### config.mk
export PLATFORM = sky130hd
export DESIGN_NAME = mem_err_inject
export DESIGN_NICKNAME = d
export VERILOG_FILES = /design/src/rtl/err_inj_pkg.sv /design/src/rtl/err_inj_ctrl.sv /design/src/rtl/err_inj_beat.sv /design/src/rtl/err_inj_lanes.sv /design/src/rtl/mem_err_inject.sv
export SDC_FILE = /design/constraint.sdc
export NUM_CORES = 1
export LEC_CHECK = 0
export BUFFER_PORTS_ARGS = -buffer_cell sky130_fd_sc_hd__buf_4
export CORE_ASPECT_RATIO = 2
export CORE_MARGIN = 2
export CORE_UTILIZATION = 25
export CTS_CLUSTER_DIAMETER = 30
export DETAILED_ROUTE_END_ITERATION = 6
export GPL_ROUTABILITY_DRIVEN = 0
export PLACE_DENSITY = 0.47
export SLEW_MARGIN = 20
export SYNTH_ARGS = -nofsm -noshare
export SYNTH_HDL_FRONTEND = slang
export SYNTH_SLANG_ARGS = --single-unit
### constraint.sdc
create_clock -name clk -period 3.6 [get_ports clk]
set_input_delay 0.72 -clock clk [delete_from_list [all_inputs] [get_ports clk]]
set_output_delay 0.72 -clock clk [all_outputs]
set_load 0.03 [all_outputs]
### src/rtl/err_inj_pkg.sv
package err_inj_pkg;
  localparam int LANES  = 18;
  localparam int LANE_W = 8;
  localparam int DATA_W = LANES * LANE_W;
  localparam int BEATS  = 4;
  localparam int BEAT_W = $clog2(BEATS);
  localparam int PTR_W  = 5;

  typedef enum logic [1:0] {
    WK_DEMAND = 2'b00,
    WK_SCRUB  = 2'b01,
    WK_SPARE  = 2'b10,
    WK_OTHER  = 2'b11
  } wr_kind_e;

  typedef struct packed {
    logic             addr_en;
    logic             done_ign;
    logic [1:0]       half;
    logic             inj_en;
    logic             func;
    logic [15:0]      xmask;
    logic [PTR_W-1:0] ptr2;
    logic [PTR_W-1:0] ptr1;
  } inj_ctrl_t;

  localparam logic [31:0] CTRL_RST = 32'h1000_0000;

  // transfer lies in an enabled half of the line
  function automatic logic beat_in_half(input logic [1:0] half,
                                        input logic [BEAT_W-1:0] beat);
    return beat[BEAT_W-1] ? half[1] : half[0];
  endfunction

  // odd transfers take the upper mask byte
  function automatic logic [LANE_W-1:0] pick_byte(input logic [15:0] xmask,
                                                  input logic [BEAT_W-1:0] beat);
    return beat[0] ? xmask[15:8] : xmask[7:0];
  endfunction

  function automatic logic lane_hit(input logic [PTR_W-1:0] ptr, input int lane);
    return (int'(ptr) < LANES) && (int'(ptr) == lane);
  endfunction
endpackage

### src/rtl/err_inj_ctrl.sv
module err_inj_ctrl
  import err_inj_pkg::*;
(
  input  logic      clk,
  input  logic      rst_n,
  input  logic      cfg_we,
  input  logic [31:0] cfg_wdata,
  input  logic      done_in,
  output inj_ctrl_t ctrl,
  output logic      armed
);
  logic done_clr;
  assign done_clr = done_in && !ctrl.done_ign;

  always_ff @(posedge clk) begin
    if (!rst_n) begin
      ctrl  <= inj_ctrl_t'(CTRL_RST);
      armed <= 1'b0;
    end else if (cfg_we) begin
      ctrl  <= inj_ctrl_t'(cfg_wdata);
      armed <= cfg_wdata[27];
    end else if (done_clr) begin
      armed <= 1'b0;
    end
  end
endmodule

### src/rtl/err_inj_beat.sv
module err_inj_beat #(
  parameter int BEATS  = 4,
  localparam int BEAT_W = $clog2(BEATS)
) (
  input  logic              clk,
  input  logic              rst_n,
  input  logic              wr_valid,
  input  logic              wr_sob,
  output logic [BEAT_W-1:0] beat_idx
);
  logic [BEAT_W-1:0] cnt;

  assign beat_idx = wr_sob ? '0 : cnt;

  always_ff @(posedge clk) begin
    if (!rst_n)        cnt <= '0;
    else if (wr_valid) cnt <= beat_idx + 1'b1;
  end
endmodule

### src/rtl/err_inj_lanes.sv
module err_inj_lanes
  import err_inj_pkg::*;
#(
  parameter int NLANES = LANES,
  parameter int LW     = LANE_W,
  localparam int DW    = NLANES * LW
) (
  input  logic             apply,
  input  logic [PTR_W-1:0] ptr1,
  input  logic [PTR_W-1:0] ptr2,
  input  logic [LW-1:0]    pattern,
  output logic [DW-1:0]    xor_vec
);
  for (genvar k = 0; k < NLANES; k++) begin : g_lane
    logic sel;
    assign sel = apply && (lane_hit(ptr1, k) || lane_hit(ptr2, k));
    assign xor_vec[k*LW +: LW] = sel ? pattern : '0;
  end
endmodule

### src/rtl/mem_err_inject.sv
module mem_err_inject
  import err_inj_pkg::*;
(
  input  logic              clk,
  input  logic              rst_n,
  input  logic              cfg_we,
  input  logic [31:0]       cfg_wdata,
  output logic [31:0]       ctrl_q,
  output logic              resp_func_sel,
  input  logic              done_in,
  output logic              inj_active,
  input  logic              wr_valid,
  input  logic              wr_sob,
  input  logic [1:0]        wr_kind,
  input  logic              wr_addr_hit,
  input  logic [DATA_W-1:0] wr_data,
  output logic              out_valid,
  output logic [DATA_W-1:0] out_data,
  output logic              out_corrupt
);
  inj_ctrl_t         ctrl;
  logic              armed;
  logic [BEAT_W-1:0] beat_idx;
  logic              beat_sel;
  logic              gate_ok;
  logic              do_inject;
  logic [LANE_W-1:0] pattern;
  logic [DATA_W-1:0] xor_vec;

  err_inj_ctrl u_ctrl (
    .clk(clk), .rst_n(rst_n), .cfg_we(cfg_we), .cfg_wdata(cfg_wdata),
    .done_in(done_in), .ctrl(ctrl), .armed(armed)
  );

  err_inj_beat #(.BEATS(BEATS)) u_beat (
    .clk(clk), .rst_n(rst_n), .wr_valid(wr_valid), .wr_sob(wr_sob),
    .beat_idx(beat_idx)
  );

  assign beat_sel  = beat_in_half(ctrl.half, beat_idx);
  assign gate_ok   = !ctrl.addr_en ||
                     ((wr_kind_e'(wr_kind) == WK_DEMAND) && wr_addr_hit);
  assign do_inject = wr_valid && armed && ctrl.inj_en && beat_sel && gate_ok;
  assign pattern   = pick_byte(ctrl.xmask, beat_idx);

  err_inj_lanes #(.NLANES(LANES), .LW(LANE_W)) u_lanes (
    .apply(do_inject), .ptr1(ctrl.ptr1), .ptr2(ctrl.ptr2),
    .pattern(pattern), .xor_vec(xor_vec)
  );

  always_ff @(posedge clk) begin
    if (!rst_n) begin
      out_valid   <= 1'b0;
      out_data    <= '0;
      out_corrupt <= 1'b0;
    end else begin
      out_valid   <= wr_valid;
      out_corrupt <= do_inject;
      if (wr_valid) out_data <= wr_data ^ xor_vec;
    end
  end

  assign ctrl_q        = ctrl;
  assign resp_func_sel = ctrl.func;
  assign inj_active    = armed;
endmodule

==> results.txt <==
Longest individual stage delay on the worst path -> 0.49 ns
Max-slew violation count -> 0
Global-route wire length before repair -> 54.8 mm
Number of fill cells -> 3,599
Most used DFF post-synth -> sky130_fd_sc_hd__dfxtp_1
Setup TNS -> 0 ns
Maximum root-to-sink buffer count -> 2
Actual transition at the worst max-transition pin -> 1.12 ns
Initial detailed-routing violation count -> 511
Area share of the largest cell type after synthesis -> 42.0%
Number of placed instances, taps included -> 1,706
Starting Density -> 25.3%
Insertion delay to the later sink of the worst-skew pair -> 0.46 ns
Worst setup path class -> input pin to flip-flop
Share of post-route cells with drive strength above 1 -> 32.8%
Unrepaired setup endpoints after global routing -> false
Post-layout utilization of the core -> 36.6%
Crit. path cell count -> 7
Die span in x -> 135 µm
Layout net count -> 1,469
Period minus WS final -> 2.61 ns
Ordered cell list for the critical path -> buf_4 > or3b_1 > a211o_4 > buf_12 > nor4_1 > xnor2_1 > a21oi_1
Clock transition time at the flip-flop clock pins of the worst setup and hold paths -> 0.08 ns
PostCTS Resize Cnt -> 0
Worst-case clock skew -> 0.0121 ns
Hold Path Cell Cnt -> 3
Multi-input logic area -> 4690 µm²
Clock sink count -> 181
Worst hold slack after final layout -> 0.479 ns
Post-DP HPWL -> 26.2 mm
Non-Filler Instances -> 1,742
Number of warnings printed during yosys synthesis -> 0
MaxCap Viol Count -> 0
Cell count after synthesis -> 983
Flip-flop and latch count after synthesis -> 181
Synth Net Count -> 1,168
Antenna violations before repair -> 4
CP startpoint kind -> input pin
Maximum number of pins on one net before global-route repair -> 184
Critical Path AT -> 2.91 ns
Total non-filler cell area in the finished layout -> 12,500 µm²
Number of placement rows -> 96
Finish-stage setup viols -> 0
Root cell of the clock tree -> sky130_fd_sc_hd__clkbuf_16
Cell family with the largest share of critical-path delay -> simple AND/OR/NAND/NOR gates
Number of iterations in the first detailed-routing pass -> 5
Status -> finished, final reports clean
Post-route setup slack -> 0.991 ns
Critical path capture point type -> flip-flop
Worst relative slew slack -> 25.6%
Area grow syn2layout -> 44.6%
Total power density per cell area -> 433 nW/µm²
Critical-path maximum fanout -> 120
Proportion of register bits with asynchronous set or reset after synthesis -> 0%
Area post-placement -> 11,900 µm²
Worst-case setup slack after placement -> 0.664 ns
Count of endpoints failing hold in the final timing report -> 0
Clock H-tree levels -> 4
TritonCTS clock tree -> yes
Total wire length -> 37.5 mm
Crit share post-route -> 72.5%
Buffers and inverters on the worst path -> 2
All-Layer GR Usage -> 20.4%
Die Area -> 36,100 µm²
Total CTS buffers -> 17
Static power due to leakage -> 4.72 nW
Leading cell types by total area after synthesis -> sky130_fd_sc_hd__dfxtp_1 42%, sky130_fd_sc_hd__xnor2_1 15%, sky130_fd_sc_hd__nor4_1 10%, sky130_fd_sc_hd__o21ai_0 8.5%, sky130_fd_sc_hd__a21oi_1 8.4%
DRC violations left -> 0
Distinct cells, synth -> 30
Placeable Area -> 34,100 µm²
Global route overflow -> 0
WP data required -> 3.90 ns
Sequential cell area in the final layout -> 3620 µm²
Register area share after synthesis -> 42.0%
Average wire per standard cell -> 21.5 µm
Worst IR drop on VDD -> 0.356 mV
Postcts setup bufs -> 0
Height of the die -> 267 µm
Number of nets with antenna violations after detailed routing -> 0
Cts hold-fix bufs -> 0
Total standard cell area after synthesis -> 8630 µm²
Number of primary I/O pins -> 365
Largest area contributor in the netlist -> sky130_fd_sc_hd__dfxtp_1
Post-synthesis area per instance -> 8.78 µm²
Length in cells of the worst reg-to-reg path -> 6
Total power draw -> 5.40 mW
Slowest cell on the critical path -> sky130_fd_sc_hd__a211o_4
Routed via count divided by cell count -> 4.94
Number of port buffers -> 364
Number of enable flip-flop cells after synthesis -> 0
Worst hold path type -> input pin to flip-flop
Via count -> 8,602
Maximum operating frequency -> 383 MHz
Via count of the first global-routing pass -> 8,496
==> cells in the final DEF (no fill, tap or decap), types with 2 or more instances in the layout <==
master,count
sky130_fd_sc_hd__a21boi_0,2
sky130_fd_sc_hd__a21oi_1,144
sky130_fd_sc_hd__a22oi_1,12
sky130_fd_sc_hd__a32oi_1,6
sky130_fd_sc_hd__and2_1,3
sky130_fd_sc_hd__and3b_1,2
sky130_fd_sc_hd__buf_12,10
sky130_fd_sc_hd__buf_4,370
sky130_fd_sc_hd__bufinv_16,2
sky130_fd_sc_hd__clkbuf_16,17
sky130_fd_sc_hd__clkinv_4,2
sky130_fd_sc_hd__clkinvlp_4,5
sky130_fd_sc_hd__dfxtp_1,181
sky130_fd_sc_hd__diode_2,4
sky130_fd_sc_hd__inv_1,2
sky130_fd_sc_hd__inv_8,4
sky130_fd_sc_hd__mux2i_1,31
sky130_fd_sc_hd__mux2i_4,8
sky130_fd_sc_hd__nand2_1,4
sky130_fd_sc_hd__nand2b_1,2
sky130_fd_sc_hd__nor2_1,3
sky130_fd_sc_hd__nor2b_1,34
sky130_fd_sc_hd__nor3_1,2
sky130_fd_sc_hd__nor3b_1,6
sky130_fd_sc_hd__nor4_1,143
sky130_fd_sc_hd__o21ai_0,146
sky130_fd_sc_hd__xnor2_1,144
==> where the power goes <==
group	internal [mW]	leakage (nW)	switching (mW)
clock network	1.04	0.279	0.937
logic	0.478	2.94	0.718
registers	2.14	1.50	0.0903
==> worst reg2reg max path, cell delays in order, from the launching register on <==
cell and delay [ns]:
sky130_fd_sc_hd__dfxtp_1 0.41, sky130_fd_sc_hd__nor3b_1 0.37, sky130_fd_sc_hd__a211o_4 0.35, sky130_fd_sc_hd__buf_12 0.40, sky130_fd_sc_hd__nor4_1 0.39, sky130_fd_sc_hd__xnor2_1 0.19
sky130_fd_sc_hd__a21oi_1 0.08
==> cell type report <==
type	instances	share of cell area (%)
inverter	2	0.0602
multi-input combinational	701	37.6
sequential	181	29.0
clock buffer	17	3.41
antenna	4	0.0802
tap	441	4.42
timing repair buffer	381	24.0
clock inverter	15	1.39
==> Yosys cell counts (3+ instances only) <==
cell,instances
sky130_fd_sc_hd__nor2b_1,35
sky130_fd_sc_hd__nand2_1,4
sky130_fd_sc_hd__nor2_1,3
sky130_fd_sc_hd__a32oi_1,6
sky130_fd_sc_hd__a21oi_1,145
sky130_fd_sc_hd__xnor2_1,144
sky130_fd_sc_hd__and2_1,3
sky130_fd_sc_hd__clkbuf_1,88
sky130_fd_sc_hd__dfxtp_1,181
sky130_fd_sc_hd__a22oi_1,12
sky130_fd_sc_hd__nor4_1,143
sky130_fd_sc_hd__mux2i_1,39
sky130_fd_sc_hd__nor3b_1,6
sky130_fd_sc_hd__o21ai_0,146
sky130_fd_sc_hd__buf_6,6
==> path summary, 6_finish.rpt <==
| kind | from | to | slack [ns] |
|---|---|---|---|
| worst max-delay path | wr_kind[1] | out_data[15]$_SDFFE_PN0P_ | 0.99 |
| worst min register to register | u_beat.cnt[0]$_SDFFE_PN0P_ | u_beat.cnt[0]$_SDFFE_PN0P_ | 0.50 |
| worst min-delay path | cfg_wdata[28] | u_ctrl.ctrl[28]$_SDFFE_PN1P_ | 0.48 |
| worst max register to register | u_beat.cnt[1]$_SDFFE_PN0P_ | out_data[15]$_SDFFE_PN0P_ | 1.27 |
==> registers in the layout, indices dropped and copies added, names as in the netlist <==
signal	count
out_data	144
u_ctrl.ctrl	32
u_beat.cnt	2
out_corrupt	1
out_valid	1
u_ctrl.armed	1
==> routing by layer <==
layer	GRT usage [%]	share of wire, %	vias to the layer above
li1	-	-	4196
met1	23.2	38	4067
met2	37.2	54	292
met3	3.72	4.7	47
met4	8.28	2.9	0
met5	0	0	-
==> cell families after synthesis <==
group           count (synthesis)  synth area share (%)
compound gates                313                  18.9
flops                         181                  42.0
buf+inv                       101                  5.02
xor+xnor                      144                  14.6
simple gates                  205                  14.9
mux                            39                  4.52
Note: power is estimated with default switching activity, not from simulation.
